===== src/rtl/spi_tx_master.sv =====
module spi_tx_master #(
  parameter int CLK_DIV = 4
) (
  input  logic       clk,
  input  logic       rst_n,
  input  logic       wide,
  input  logic [1:0] reg_addr,
  input  logic       reg_wr,
  input  logic       reg_rd,
  input  logic [7:0] reg_wdata,
  output logic [7:0] reg_rdata,
  output logic       sclk,
  output logic       mosi,
  output logic       busy
);
  localparam int HALF = CLK_DIV / 2;
  localparam int CW   = (CLK_DIV > 2) ? $clog2(CLK_DIV) : 1;
  localparam logic [1:0] A_STAT = 2'd0;
  localparam logic [1:0] A_LO   = 2'd1;
  localparam logic [1:0] A_HI   = 2'd2;

  logic          empty, armed;
  logic [7:0]    hi_byte;
  logic [15:0]   txbuf, shreg;
  logic          buf_wide, frame_wide;
  logic [CW-1:0] cnt;
  logic [3:0]    bitn;

  wire stat_rd   = reg_rd && reg_addr == A_STAT;
  wire accept    = reg_wr && reg_addr == A_LO && armed && empty;
  wire last_bit  = bitn == (frame_wide ? 4'd15 : 4'd7);
  wire bit_end   = busy && cnt == CW'(CLK_DIV - 1);
  wire frame_end = bit_end && last_bit;
  wire load      = !empty && (!busy || frame_end);

  assign reg_rdata = (reg_addr == A_STAT) ? {empty, 7'b0} : 8'h00;
  assign sclk      = busy && cnt >= CW'(HALF);
  assign mosi      = busy && shreg[15];

  always_ff @(posedge clk or negedge rst_n) begin
    if (!rst_n) begin
      empty    <= 1'b1;
      armed    <= 1'b0;
      hi_byte  <= '0;
      txbuf    <= '0;
      buf_wide <= 1'b0;
    end else begin
      if (reg_wr && reg_addr == A_HI) hi_byte <= reg_wdata;
      if (accept) begin
        txbuf    <= wide ? {hi_byte, reg_wdata} : {reg_wdata, 8'h00};
        buf_wide <= wide;
        empty    <= 1'b0;
        armed    <= 1'b0;
      end else if (stat_rd && empty) begin
        armed <= 1'b1;
      end
      if (load) empty <= 1'b1;
    end
  end

  always_ff @(posedge clk or negedge rst_n) begin
    if (!rst_n) begin
      shreg      <= '0;
      frame_wide <= 1'b0;
      busy       <= 1'b0;
      cnt        <= '0;
      bitn       <= '0;
    end else if (load) begin
      shreg      <= txbuf;
      frame_wide <= buf_wide;
      busy       <= 1'b1;
      cnt        <= '0;
      bitn       <= '0;
    end else if (busy) begin
      if (bit_end) begin
        cnt <= '0;
        if (last_bit) begin
          busy <= 1'b0;
        end else begin
          shreg <= {shreg[14:0], 1'b0};
          bitn  <= bitn + 4'd1;
        end
      end else begin
        cnt <= cnt + CW'(1);
      end
    end
  end
endmodule



===== config.mk =====
export PLATFORM = sky130hd
export DESIGN_NAME = spi_tx_master
export DESIGN_NICKNAME = d
export VERILOG_FILES = /design/src/rtl/spi_tx_master.sv
export SDC_FILE = /design/constraint.sdc
export NUM_CORES = 1
export LEC_CHECK = 0
export CAP_MARGIN = 20
export CELL_PAD_IN_SITES_DETAIL_PLACEMENT = 0
export CELL_PAD_IN_SITES_GLOBAL_PLACEMENT = 1
export CORE_MARGIN = 10
export CORE_UTILIZATION = 39
export DETAILED_ROUTE_END_ITERATION = 12
export PLACE_DENSITY_LB_ADDON = 0.08
export SYNTH_ARGS = -nofsm -noshare
export SYNTH_HDL_FRONTEND = slang
export SYNTH_SLANG_ARGS = --single-unit

===== constraint.sdc =====
create_clock -name clk -period 1.4 [get_ports clk]
set_input_delay 0.28 -clock clk [delete_from_list [all_inputs] [get_ports clk]]
set_output_delay 0.28 -clock clk [all_outputs]
set_load 0.005 [all_outputs]

==> report_table.html <==
<table>
<tr><th>Metric</th><th>Value</th></tr>
<tr><th colspan="2">GRT</th></tr>
<tr><td>Global routing met3 resource utilization</td><td>0.0261</td></tr>
<tr><td>Pin count of the biggest net entering global routing</td><td>52</td></tr>
<tr><td>Total Routing Usage GR</td><td>0.114</td></tr>
<tr><td>Met1 usage in global routing</td><td>0.171</td></tr>
<tr><td>Met2 usage</td><td>0.157</td></tr>
<tr><td>Most crowded layer after global routing</td><td>met1</td></tr>
<tr><td>Number of antenna violations at the first check in global routing</td><td>0</td></tr>
<tr><td>Global-route wire length before repair</td><td>9420 µm</td></tr>
<tr><td>Congestion Overflow GR</td><td>0</td></tr>
<tr><td>Vias in the first global route</td><td>1855</td></tr>
<tr><th colspan="2">Worst setup path</th></tr>
<tr><td>Critical Path Source Type</td><td>register</td></tr>
<tr><td>End point of the critical path</td><td>reg_rdata[7]</td></tr>
<tr><td>CP Launch Point</td><td>empty</td></tr>
<tr><td>Type of destination of the critical path</td><td>primary output</td></tr>
<tr><td>Worst EP required</td><td>1.12 ns</td></tr>
<tr><td>Launch point of the worst reg-to-reg path</td><td>cnt[1]</td></tr>
<tr><td>Arr. time, crit path</td><td>1.19 ns</td></tr>
<tr><td>Critical path peak fanout</td><td>3</td></tr>
<tr><td>Reg-to-reg slack, setup</td><td>0 ns</td></tr>
<tr><td>Setup Crit Path Kind</td><td>register to primary output</td></tr>
<tr><td>Length in cells of the worst reg-to-reg path</td><td>6</td></tr>
<tr><td>R2r endpoint</td><td>shreg[8]</td></tr>
<tr><th colspan="2">Detailed routing</th></tr>
<tr><td>Number of nets with antenna violations after routing</td><td>0</td></tr>
<tr><td>Number of DRC violations after detailed-routing iteration 0</td><td>136</td></tr>
<tr><td>Aggregate routed wire length</td><td>6030 µm</td></tr>
<tr><td>Mean number of vias per cell</td><td>5.23</td></tr>
<tr><td>Via count of the routed design</td><td>1984</td></tr>
<tr><td>Initial DRT Pass Iterations</td><td>4</td></tr>
<tr><td>Count of unresolved DRC violations after routing</td><td>0</td></tr>
<tr><td>Average wire per cell in the routed design</td><td>15.9 µm</td></tr>
<tr><th colspan="2">Logic synthesis</th></tr>
<tr><td>EDFF count, synth</td><td>0</td></tr>
<tr><td>Sequential-to-total area share from yosys stat</td><td>0.506</td></tr>
<tr><td>Synthesis Warnings</td><td>0</td></tr>
<tr><td>Mean post-synth cell area</td><td>9.78 µm²</td></tr>
<tr><td>Top FF cell, synth</td><td>dfrtp_1</td></tr>
<tr><td>Unique masters post-synth</td><td>38</td></tr>
<tr><td>Synthesized area</td><td>0.00252 mm²</td></tr>
<tr><td>Number of cells produced by synthesis</td><td>258</td></tr>
<tr><td>Count of state elements after synthesis</td><td>51</td></tr>
<tr><td>Share of flip-flops with an asynchronous set or reset</td><td>1.00</td></tr>
<tr><th colspan="2">STA</th></tr>
<tr><td>Final worst-path setup slack</td><td>-0.0723 ns</td></tr>
<tr><td>Highest attainable clock frequency</td><td>679 MHz</td></tr>
<tr><td>Final setup skew</td><td>0.0111 ns</td></tr>
<tr><td>Final count of pins violating max slew</td><td>0</td></tr>
<tr><td>RSZ-0062 raised after global routing</td><td>true</td></tr>
<tr><td>Post-route clock period utilization</td><td>1.05</td></tr>
<tr><td>Final setup vio count</td><td>4</td></tr>
<tr><td>Shortest clock period the worst path allows after layout</td><td>1.47 ns</td></tr>
<tr><td>Final count of hold timing violations</td><td>0</td></tr>
<tr><td>Sum of negative setup slack</td><td>-0.0945 ns</td></tr>
<tr><th colspan="2">Power</th></tr>
<tr><td>Power per cell area</td><td>1880 mW/mm²</td></tr>
<tr><td>Proportion of power drawn by combinational gates</td><td>0.474</td></tr>
<tr><td>Switch share</td><td>0.374</td></tr>
<tr><td>Peak VDD IR</td><td>0.827 mV</td></tr>
<tr><td>Switching power of the nets</td><td>0.00239 W</td></tr>
<tr><td>Sequential Power Share</td><td>0.381</td></tr>
<tr><td>Static leakage</td><td>1.49 nW</td></tr>
<tr><td>Clk network pwr share</td><td>0.145</td></tr>
<tr><td>Cell-internal power</td><td>0.00399 W</td></tr>
<tr><th colspan="2">Outcome</th></tr>
<tr><td>Violated checks</td><td>negative setup slack</td></tr>
<tr><td>Run status</td><td>finished, violations left</td></tr>
<tr><th colspan="2">Clock network</th></tr>
<tr><td>CTS clk-pin slew, worst paths</td><td>0.09 ns</td></tr>
<tr><td>Count of clock tree sinks</td><td>51</td></tr>
<tr><td>Htree depth</td><td>2</td></tr>
<tr><td>Number of clock buffers inserted by TritonCTS</td><td>5</td></tr>
<tr><td>CTS tree</td><td>done</td></tr>
<tr><td>Maximum buffer depth of the clock tree</td><td>2</td></tr>
<tr><td>Clock root buffer</td><td>clkbuf_8</td></tr>
<tr><td>Clock latency on the worst-skew pair</td><td>0.31 ns</td></tr>
<tr><th colspan="2">Finish</th></tr>
<tr><td>Fill cell instance count of the final layout</td><td>600</td></tr>
<tr><td>Non-filler instance count after layout</td><td>379</td></tr>
<tr><td>Share of cells above drive strength 1</td><td>0.361</td></tr>
<tr><td>Most used cells in the layout excluding fill and tap cells</td><td>50 x dfrtp_1, 29 x nand2_1, 20 x o21ai_1</td></tr>
<tr><td>Final nets</td><td>319</td></tr>
<tr><td>Share of the core filled with cells in the final layout</td><td>0.538</td></tr>
<tr><td>Diodes inserted</td><td>0</td></tr>
<tr><td>Layout overhead on the synthesized area</td><td>34.7%</td></tr>
<tr><td>Commonest non-fill, non-tap cell in the layout</td><td>dfrtp_1</td></tr>
<tr><th colspan="2">Floorplan</th></tr>
<tr><td>Rows</td><td>29</td></tr>
<tr><td>Initial core utilization</td><td>0.400</td></tr>
<tr><td>Full die area</td><td>0.0101 mm²</td></tr>
<tr><td>Horizontal extent of the die</td><td>100 µm</td></tr>
<tr><td># IOs</td><td>26</td></tr>
<tr><td>Die Y</td><td>100 µm</td></tr>
<tr><td>Core Footprint</td><td>0.00631 mm²</td></tr>
<tr><th colspan="2">Place</th></tr>
<tr><td>Hpwl dp</td><td>3690 µm</td></tr>
<tr><td>Port Buffers</td><td>18</td></tr>
<tr><td>Post-Place Cells</td><td>356</td></tr>
<tr><td>Pre-CTS setup slack</td><td>-0.393 ns</td></tr>
<tr><td>Final weighted congestion in routability-driven placement</td><td>0.769</td></tr>
<tr><th colspan="2">Job</th></tr>
<tr><td>Max-capacitance violation count</td><td>0</td></tr>
<tr><th colspan="2">Worst hold path</th></tr>
<tr><td>Class of the tightest hold or removal check</td><td>primary input to asynchronous set/reset pin</td></tr>
</table>
## power by group through the flow
| stage | clock network (W) | registers, W | logic (W) |
|---|---|---|---|
| after floorplan | 0 | 0.00232 | 0.00152 |
| after global placement | 0 | 0.00238 | 0.00219 |
| after detailed placement | 0 | 0.00241 | 0.00221 |
| after CTS | 0.000965 | 0.00237 | 0.00252 |
| after global routing | 0.00102 | 0.00250 | 0.00331 |
| final | 0.000927 | 0.00243 | 0.00302 |
## cell type report
| cell class | count | area, µm² | area share |
|---|---|---|---|
| multi-input cells | 185 | 1320 | 0.389 |
| clock buffers | 6 | 82.6 | 0.0243 |
| repair buffers | 54 | 587 | 0.173 |
| flip-flops and latches | 51 | 1280 | 0.376 |
| well taps | 77 | 96.3 | 0.0284 |
| clock inverters | 2 | 13.8 | 0.00405 |
| inverters | 4 | 18.8 | 0.00552 |
## how the worst min path moves through the flow
stage	startpoint	end	slack, ns	cells after the start
after floorplan	rst_n	armed	-0.02	0
after global placement	rst_n	bitn[2]	0.30	2
after detailed placement	rst_n	bitn[3]	0.30	2
after CTS	txbuf[6]	txbuf[6]	0.49	2
after global routing	txbuf[0]	txbuf[0]	0.51	2
final	rst_n	bitn[2]	0.48	3
## sequential cells by signal, indices dropped and copies added, names as in the netlist
register and cells:
shreg 16, txbuf 16, hi_byte 8, bitn 4, cnt 2, armed 1
buf_wide 1, busy 1, empty 1, frame_wide 1
## what timing repair did
item,in CTS,in global routing
pin swaps,3,13
gates resized for setup,33,53
endpoints found under the hold margin,50,0
setup endpoints to repair,24,41
cloned,2,1
setup buffers,5,6
hold buffers,1,0
## cell usage after synthesis (2+ instances only)
master / instances / area share
a22oi_1: 15 / 0.045
clkbuf_1: 4 / 0.0060
a21oi_1: 20 / 0.040
dfrtp_1: 50 / 0.50
nand3_1: 8 / 0.016
buf_4: 8 / 0.024
nand2b_1: 2 / 0.0050
clkbuf_2: 2 / 0.0040
and2_1: 2 / 0.0050
mux2i_1: 8 / 0.032
a21oi_4: 2 / 0.013
and3_1: 15 / 0.037
mux2_2: 9 / 0.040
ha_1: 3 / 0.015
inv_1: 4 / 0.0060
o21ai_0: 30 / 0.060
nor2_1: 12 / 0.018
nand2_1: 30 / 0.045
o21ai_1: 6 / 0.012
buf_2: 10 / 0.020
## critical path, cell delays in order, from the launching register on
cell and delay [ns]:
dfstp_2 0.58, nand2b_1 0.08, nor2_2 0.10, buf_2 0.12
## metal layers
layer | share of wire | routed length [µm] | vias up
met3 | 0.047 | 282 | 6
met2 | 0.43 | 2610 | 39
met1 | 0.51 | 3080 | 951
met5 | 0 | 0 | -
li1 | - | - | 988
met4 | 0.0098 | 59 | 0
## through the flow
| stage | total power (W) | hold slack, ns | area [µm²] |
|---|---|---|---|
| after global placement | 0.00458 | 0.300 | 2920 |
| after detailed placement | 0.00462 | 0.297 | 2920 |
| after floorplan | 0.00384 | -0.0156 | 2590 |
| final | 0.00638 | 0.478 | 3400 |
| after CTS | 0.00586 | 0.494 | 3130 |
| after global routing | 0.00682 | 0.508 | 3400 |
## cell families (layout without fill, tap and decap cells)
logic type / count (synthesis) / count (layout) / synth area share
xor gates and xnor gates: 1 / 1 / 0.00645
adders and majority gates: 3 / 3 / 0.0149
muxes: 17 / 17 / 0.0719
DFF: 51 / 51 / 0.506
buffers and inverters: 29 / 66 / 0.0640
and+or+nand+nor: 75 / 76 / 0.141
other: 1 / 7 / 0.00149
AOI/OAI and AO/OA: 81 / 81 / 0.193
No activity file was read; power rests on OpenSTA's default activity.
